**src/rtl/cfg_addr_xlate.sv**
```systemverilog
module cfg_addr_xlate #(
  parameter int WIN_BITS = 12,
  parameter int SLOT_LSB = 11,
  parameter int FUNC_LSB = 8
) (
  input  logic        clk,
  input  logic        rst_n,
  input  logic        req_valid,
  input  logic        req_write,
  input  logic [WIN_BITS:0] req_addr,
  input  logic [1:0]  req_size,
  input  logic [31:0] req_wdata,
  output logic [31:0] rsp_rdata,
  output logic        cfg_valid,
  output logic        cfg_write,
  output logic [31:0] cfg_addr,
  output logic [3:0]  cfg_be,
  output logic [31:0] cfg_wdata,
  input  logic [31:0] cfg_rdata
);
  localparam int SEL_W = 32 - SLOT_LSB;

  logic [31:0] index_q;
  logic [4:0]  slot;
  logic [1:0]  lane;
  logic [31:0] rd_shift;
  logic [31:0] rd_mask;

  wire       data_win = req_addr[WIN_BITS];
  wire [2:0] off      = req_addr[2:0];

  always_ff @(posedge clk) begin
    if (!rst_n)
      index_q <= '0;
    else if (req_valid && req_write && !data_win)
      index_q <= req_wdata;
  end

  always_comb begin
    slot = 5'h1F;
    for (int i = SEL_W - 1; i >= 0; i--)
      if (index_q[SLOT_LSB + i]) slot = 5'(i);
  end

  always_comb begin
    if (index_q[31]) begin
      cfg_addr = index_q | {30'b0, off[1:0]};
    end else if (index_q[0]) begin
      cfg_addr = {index_q[31:3], off};
    end else begin
      cfg_addr = '0;
      cfg_addr[31] = 1'b1;
      cfg_addr[SLOT_LSB +: 5] = slot;
      cfg_addr[FUNC_LSB +: 3] = index_q[FUNC_LSB +: 3];
      cfg_addr[7:3] = index_q[7:3];
      cfg_addr[2:0] = off;
    end
  end

  always_comb begin
    case (req_size)
      2'd0: begin lane = off[1:0];       cfg_be = 4'b0001 << off[1:0];        rd_mask = 32'h0000_00FF; end
      2'd1: begin lane = {off[1], 1'b0}; cfg_be = 4'b0011 << {off[1], 1'b0}; rd_mask = 32'h0000_FFFF; end
      default: begin lane = 2'd0;        cfg_be = 4'hF;                       rd_mask = 32'hFFFF_FFFF; end
    endcase
  end

  assign cfg_valid = req_valid && data_win;
  assign cfg_write = req_write;
  assign cfg_wdata = req_wdata << {lane, 3'b000};
  assign rd_shift  = cfg_rdata >> {lane, 3'b000};
  assign rsp_rdata = data_win ? (rd_shift & rd_mask) : index_q;

  a_r2_index_latch: assert property (@(posedge clk) disable iff (!rst_n)
    (req_valid && req_write && !data_win) |=> (index_q == $past(req_wdata)));

  a_r7_no_fwd_index: assert property (@(posedge clk) disable iff (!rst_n)
    (req_valid && !req_addr[WIN_BITS]) |-> !cfg_valid);

  a_r3_passthrough: assert property (@(posedge clk) disable iff (!rst_n)
    (cfg_valid && index_q[31]) |-> (cfg_addr[31:2] == index_q[31:2]));

  a_r5_enable_bit: assert property (@(posedge clk) disable iff (!rst_n)
    (cfg_valid && !index_q[0]) |-> cfg_addr[31]);

  a_r6_no_device: assert property (@(posedge clk) disable iff (!rst_n)
    (cfg_valid && index_q[31:11] == '0 && !index_q[0]) |-> (cfg_addr[15:11] == 5'h1F));

  a_r8_be_width: assert property (@(posedge clk) disable iff (!rst_n)
    cfg_valid |-> ($countones(cfg_be) == 1 || $countones(cfg_be) == 2 || $countones(cfg_be) == 4));
endmodule

```
**config.mk**
```make
export PLATFORM = sky130hd
export DESIGN_NAME = cfg_addr_xlate
export DESIGN_NICKNAME = d
export VERILOG_FILES = /design/src/rtl/cfg_addr_xlate.sv
export SDC_FILE = /design/constraint.sdc
export NUM_CORES = 1
export LEC_CHECK = 0
export BUFFER_PORTS_ARGS = -buffer_cell sky130_fd_sc_hd__buf_2
export CAP_MARGIN = 10
export CORE_ASPECT_RATIO = 1.1
export CORE_MARGIN = 2
export CORE_UTILIZATION = 45
export CTS_BUF_LIST = sky130_fd_sc_hd__clkbuf_4
export DETAILED_ROUTE_END_ITERATION = 6
export PLACE_DENSITY_LB_ADDON = 0.05
export RECOVER_POWER = 25
export SYNTH_ARGS = -nofsm -noshare
export SYNTH_HDL_FRONTEND = slang
export SYNTH_SLANG_ARGS = --single-unit
export TNS_END_PERCENT = 30
```
**constraint.sdc**
```tcl
create_clock -name clk -period 4 [get_ports clk]
set_clock_uncertainty 0.1 [all_clocks]
set_input_delay 0.8 -clock clk [delete_from_list [all_inputs] [get_ports clk]]
set_output_delay 0.8 -clock clk [all_outputs]
set_load 0.05 [all_outputs]
```
==> summary.md, run 1 <==
| Metric | Value |
|---|---|
| Outcome | complete, but fails checks |
| Violated checks | capacitance limit, slew limit |
| Die X-Extent | 81.0 um |
| Routed via count divided by cell count | 5.46 |
| Residual DRC count | 0 |
| Post-Synthesis Cells | 434 |
| Clock tree from TritonCTS | yes |
| Total Power | 1.08 mW |
| Io pins | 185 |
| Post-synthesis sequential element count | 32 |
| Cells along the critical path | clkbuf_1, clkbuf_2, o21ai_0, o22ai_1, buf_2 |
| Static leakage | 1.70 nW |
| Arrival time of the worst setup path | 2490 ps |
| Endpoint class of the critical path | output pin |
| Share of the cycle needed by the critical path after routing | 0.846 |
| Share of layout cells above drive strength 1 | 0.329 |
| Power per Cell Area | 288 nW/um^2 |
| Area after detailed placement | 3730 um^2 |
| Worst relative slew slack | -0.150 |
| Time the final worst path needs with I/O delays and setup | 3390 ps |
| Total wire length after detailed routing | 10700 um |
| Maximum frequency from static timing analysis | 0.295 GHz |
| Placeable core region | 6230 um^2 |
| Most repeated cell in the gate-level netlist after synthesis | sky130_fd_sc_hd__nand2_1 |
| Register with the most flip-flops | index_q |
| Clock Sinks | 32 |
| Maximum vdd drop | 0.000199 V |
| Routing usage on met3 | 0.0500 |
| Starting Density | 0.471 |
| Worst min-delay path class | flop to flop |
| Root Driver | sky130_fd_sc_hd__clkbuf_4 |
| Total Routing Usage GR | 0.286 |
| Count of cell types in the netlist | 38 |
| Post-Syn Area | 2940 um^2 |
| Largest registers ranked by flip-flop count | index_q (32) |
| Pin count of the biggest net entering global routing | 38 |
| Std cell rows | 30 |
| Final antenna diode count | 0 |
| Top cells by area, synth | sky130_fd_sc_hd__dfxtp_1 (22%), sky130_fd_sc_hd__nand2_1 (12%), sky130_fd_sc_hd__mux2i_1 (8.2%), sky130_fd_sc_hd__a21boi_0 (8.2%), sky130_fd_sc_hd__a211oi_1 (4.3%) |
| HPWL Detailed | 8490 um |
| Height of the chip | 88.7 um |
| Nets | 664 |
| Setup total negative slack | 0 ps |
| CP Data Required Time | 3100 ps |
| Commonest cells post-synth | sky130_fd_sc_hd__nand2_1 (94), sky130_fd_sc_hd__inv_1 (33), sky130_fd_sc_hd__a21boi_0 (32), sky130_fd_sc_hd__dfxtp_1 (32), sky130_fd_sc_hd__nor2_1 (31) |
| Iter 0 DRT Violations | 171 |
| Highest net fanout along the worst path | 34 |
| Total of buffers placed on input and output ports | 175 |
| Highest-delay cell along the critical path | sky130_fd_sc_hd__clkbuf_2 |
| Final Hold Vio Count | 0 |
| Overflow left after global routing | 0 |
| Fraction of synthesized cell area taken by the top area cell type | 0.218 |
| TritonCTS Buffers | 5 |
| Via count | 3609 |
| Max FFs per register | 32 |
| Syn_area_per_cell | 6.77 um^2 |
| Busiest layer in global routing | met2 |
| Layout overhead on the synthesized area | 28.1% |
| Number of enable flip-flop cells after synthesis | 0 |
| Clock network latency to the later pin of the worst-skew pair | 310 ps |
| Post-DR wirelength/cell | 16.1 um |
| Setup fix buffers added after clock tree synthesis | 0 |
| Slew at the pin with the worst max-slew slack | 1730 ps |
| Prevailing post-synth register cell | sky130_fd_sc_hd__dfxtp_1 |
| Number of setup violations in the final report | 0 |
| Final-report max-slew violation count | 33 |
| Sequential share of the synthesized area | 0.218 |
| Cell taking the most area after synthesis | sky130_fd_sc_hd__dfxtp_1 |
| First-pass GRT wire length | 16000 um |
| Number of optimization iterations in the first detailed-route pass | 5 |
| Maxcap violations | 1 |
| Met1 Usage GRT | 0.366 |
| Initial antenna violation count | 0 |
| Startpoint type of the worst setup path | primary input |
| Die outline area | 7190 um^2 |
| Final Instance Area | 3760 um^2 |
| Longest Clk Path Bufs | 2 |
| Met2 routing resource usage after global routing | 0.503 |
| Clk pin slew, worst setup/hold paths | 90 ps |
| Maximum level of the CTS H-tree | 2 |
| Slowest Stage Delay on Critical Path | 560 ps |
| Routability cong. | 0.878 |
| Crit Path Category | primary input to output pin |
| Syn nets | 517 |
| Number of gates given a new drive strength after cts | 0 |
| Antenna viol nets, final | 0 |
| Via count of the first global-routing pass | 3211 |
| Share of synthesized registers carrying an async set or reset | 0 |
| Unrepaired setup endpoints after global routing | no |
| CTS hold repair buffers | 0 |
| Number of warnings reported in the yosys synthesis log | 0 |
==> power by group <==
group | switching, mW | internal, mW
Combinational | 0.418 | 0.152
Clock | 0.100 | 0.0715
Sequential | 0.0132 | 0.329
==> cell families after synthesis <==
group / after synthesis / share of synthesized area
AND/OR/NAND/NOR: 169 / 0.258
buffers and inverters: 74 / 0.126
flip-flops: 32 / 0.218
multiplexers: 33 / 0.116
AO/OA/AOI/OAI: 126 / 0.282
==> critical path: cells and delay by family <==
kind                   cells  cell delay (ps)
AO/OA/AOI/OAI              2              370
buffers and inverters      3             1300
==> final timing paths <==
check	slack, ps	from	end	cells past startpoint
worst max-delay path	610	req_addr[12]	rsp_rdata[5]	5
worst min register to register	400	index_q[11]	index_q[11]	2
worst min-delay path	400	index_q[11]	index_q[11]	2
worst max register to register	3070	index_q[0]	index_q[0]	2
==> area by class of cell <==
cell class              count  area (um^2)
flip-flops and latches     32          641
inverters                  33          124
multi-input cells         328         1930
repair buffers            181          917
fillers                   663         2470
clock inverters             1         5.00
well taps                  80          100
clock buffers               6         45.0
==> metal layers <==
layer / up-vias / wire [um]
met1: 1655 / 4420
met3: 8 / 968
met4: 0 / 112
met5: - / 0
met2: 175 / 5150
li1: 1771 / -
==> per-stage QoR <==
stage	util	cells	hold WS, ps	setup slack [ps]
2_1_floorplan	-	434	353	707
3_3_place_gp	0.599	654	369	658
3_5_place_dp	0.599	654	382	664
4_1_cts	0.607	661	394	658
5_1_grt	0.604	661	432	296
6_report	0.604	661	398	615
==> layout by cell type, fill, tap and decap left out, types with 10 or more instances in the layout <==
| cell type | count |
|---|---|
| sky130_fd_sc_hd__nor2_1 | 30 |
| sky130_fd_sc_hd__o21ai_0 | 25 |
| sky130_fd_sc_hd__o22ai_1 | 17 |
| sky130_fd_sc_hd__inv_1 | 33 |
| sky130_fd_sc_hd__and2_1 | 10 |
| sky130_fd_sc_hd__dfxtp_1 | 32 |
| sky130_fd_sc_hd__mux2i_1 | 24 |
| sky130_fd_sc_hd__a21boi_0 | 32 |
| sky130_fd_sc_hd__a211oi_1 | 17 |
| sky130_fd_sc_hd__clkbuf_1 | 11 |
| sky130_fd_sc_hd__nand2_1 | 94 |
| sky130_fd_sc_hd__buf_2 | 164 |
| sky130_fd_sc_hd__nor2b_1 | 17 |
Note: power is estimated with default switching activity, not from simulation.
==> inputs of run 2 (changes only) <==
Settings changed: CORE_UTILIZATION 45 to 40.
Clock period 4 ns to 3.1 ns, I/O delays scaled along.
==> summary.md, run 2 (synthesis gave the netlist of run 1 again) <==
| Metric | Value |
|---|---|
| First-pass GRT wire length | 16900 um |
| Time the final worst path needs with I/O delays and setup | 2850 ps |
| Maximum level of the CTS H-tree | 2 |
| Final core occ | 0.542 |
| Layout overhead on the synthesized area | 30.1% |
| Share of total power consumed by net switching | 0.498 |
| Startpoint of the most critical hold path | index_q[6] |
| Maxcap violations | 1 |
| Die X-Extent | 85.7 um |
| Post-DR wirelength/cell | 17.0 um |
| Sw power | 0.706 mW |
| Power share of the clock group | 0.160 |
| Clock Sinks | 32 |
| Share of layout cells above drive strength 1 | 0.340 |
| Static leakage | 1.74 nW |
| Start point of the critical path | req_size[0] |
| Share of power burned in combinational logic | 0.527 |
| Outcome | complete, but fails checks |
| Largest registers ranked by flip-flop count | index_q (32) |
| Unrepaired setup endpoints after global routing | no |
| Via count of the first global-routing pass | 3271 |
| Number of gates given a new drive strength after cts | 0 |
| Maximum frequency from static timing analysis | 0.351 GHz |
| Sequential share of power | 0.312 |
| Setup total negative slack | 0 ps |
| Worst hold slack across all endpoints | 391 ps |
| Total Power | 1.42 mW |
| Max FFs per register | 32 |
| Total of buffers placed on input and output ports | 175 |
| Number of optimization iterations in the first detailed-route pass | 5 |
| Total Routing Usage GR | 0.268 |
| Clock network latency to the later pin of the worst-skew pair | 330 ps |
| Arrival time of the worst setup path | 2130 ps |
| Final-report max-slew violation count | 33 |
| Placeable core region | 7050 um^2 |
| Highest net fanout along the worst path | 8 |
| Residual DRC count | 0 |
| Antenna viol nets, final | 0 |
| Most common library cell in the layout ignoring fill and taps | sky130_fd_sc_hd__buf_2 |
| Clk pin slew, worst setup/hold paths | 90 ps |
| Pin count of the biggest net entering global routing | 41 |
| Total wire length after detailed routing | 11400 um |
| Worst R2R Start | index_q[31] |
| Io pins | 185 |
| Initial antenna violation count | 0 |
| Nets | 668 |
| TritonCTS Buffers | 5 |
| Slew at the pin with the worst max-slew slack | 1710 ps |
| Routed via count divided by cell count | 5.44 |
| Final antenna diode count | 0 |
| Cell-internal power | 0.711 mW |
| Commonest non-fill, non-tap cells in the layout | sky130_fd_sc_hd__buf_2 (168), sky130_fd_sc_hd__nand2_1 (94), sky130_fd_sc_hd__inv_1 (33), sky130_fd_sc_hd__a21boi_0 (32), sky130_fd_sc_hd__dfxtp_1 (32) |
| CP Data Required Time | 2380 ps |
| Register with the most flip-flops | index_q |
| HPWL Detailed | 9130 um |
| Maximum vdd drop | 0.000285 V |
| Iter 0 DRT Violations | 155 |
| Starting Density | 0.417 |
| Die outline area | 8050 um^2 |
| Overflow left after global routing | 0 |
| Startpoint type of the worst setup path | primary input |
| Violated checks | capacitance limit, slew limit |
| Fill cell total of the finished layout | 761 |
| Height of the chip | 93.9 um |
| Number of setup violations in the final report | 0 |
| Root Driver | sky130_fd_sc_hd__clkbuf_4 |
| Endpoint class of the critical path | output pin |
| Crit Path Category | primary input to output pin |
| DP Worst Slack | 287 ps |
| Via count | 3651 |
| Std cell rows | 32 |
| Routability cong. | 0.897 |
| Longest Clk Path Bufs | 2 |
| Setup fix buffers added after clock tree synthesis | 0 |
| Final Hold Vio Count | 0 |
| Worst min-delay path class | flop to flop |
| Share of the cycle needed by the critical path after routing | 0.920 |
| CTS hold repair buffers | 0 |
| Worst-case setup margin in the final layout | 247 ps |
| Power per Cell Area | 371 nW/um^2 |
| Worst relative slew slack | -0.141 |
| Clock tree from TritonCTS | yes |
-- run 2: cell types whose count changed in the layout (fill, tap and decap cells not counted) --
cell                       change
sky130_fd_sc_hd__clkinv_1      +1
sky130_fd_sc_hd__buf_12        +1
sky130_fd_sc_hd__clkbuf_4      -1
sky130_fd_sc_hd__buf_2         +4
sky130_fd_sc_hd__clkbuf_1      -4
sky130_fd_sc_hd__buf_4         +4
sky130_fd_sc_hd__clkinv_2      +1
sky130_fd_sc_hd__clkbuf_2      -1
-- run 2: routing by layer --
metal | part of all wire | GRT usage | vias to the layer above
li1 | - | - | 1772
met1 | 0.44 | 0.355 | 1684
met2 | 0.47 | 0.451 | 176
met3 | 0.075 | 0.0360 | 19
met4 | 0.023 | 0.0794 | 0
met5 | 0 | 0 | -
-- run 2: power groups by stage --
stage | combinational, mW | sequential, mW | clock [mW]
after floorplan | 0.551 | 0.444 | 0
final | 0.747 | 0.442 | 0.227
after global placement | 0.746 | 0.451 | 0
after CTS | 0.748 | 0.442 | 0.229
after detailed placement | 0.746 | 0.451 | 0
after global routing | 0.788 | 0.444 | 0.245
-- run 2: worst paths after layout --
check	to	slack [ps]	cells past startpoint
max reg2reg	index_q[31]	2130	2
max	rsp_rdata[3]	250	6
min	index_q[6]	390	2
min reg2reg	index_q[6]	390	2
-- run 2: worst max-delay path: stages --
cell	delay, ps
sky130_fd_sc_hd__buf_2	160
sky130_fd_sc_hd__nand2b_1	390
sky130_fd_sc_hd__mux2_2	380
sky130_fd_sc_hd__o21ai_0	190
sky130_fd_sc_hd__o22ai_1	140
sky130_fd_sc_hd__buf_2	240
-- run 2: stage by stage --
| stage | instance area (um^2) | instances |
|---|---|---|
| 3_3_place_gp | 3780 | 663 |
| 3_5_place_dp | 3780 | 663 |
| 5_1_grt | 3820 | 671 |
| 6_report | 3820 | 671 |
| 2_1_floorplan | 2940 | 434 |
| 4_1_cts | 3830 | 671 |
-- run 2: layout make-up --
| type | count | area, um^2 | share of cell area |
|---|---|---|---|
| Multi-Input combinational cell | 328 | 1930 | 0.506 |
| Tap cell | 85 | 106 | 0.0278 |
| Clock buffer | 5 | 37.5 | 0.00982 |
| Sequential cell | 32 | 641 | 0.168 |
| Timing Repair Buffer | 185 | 967 | 0.253 |
| Inverter | 33 | 124 | 0.0324 |
| Clock inverter | 3 | 13.8 | 0.00360 |
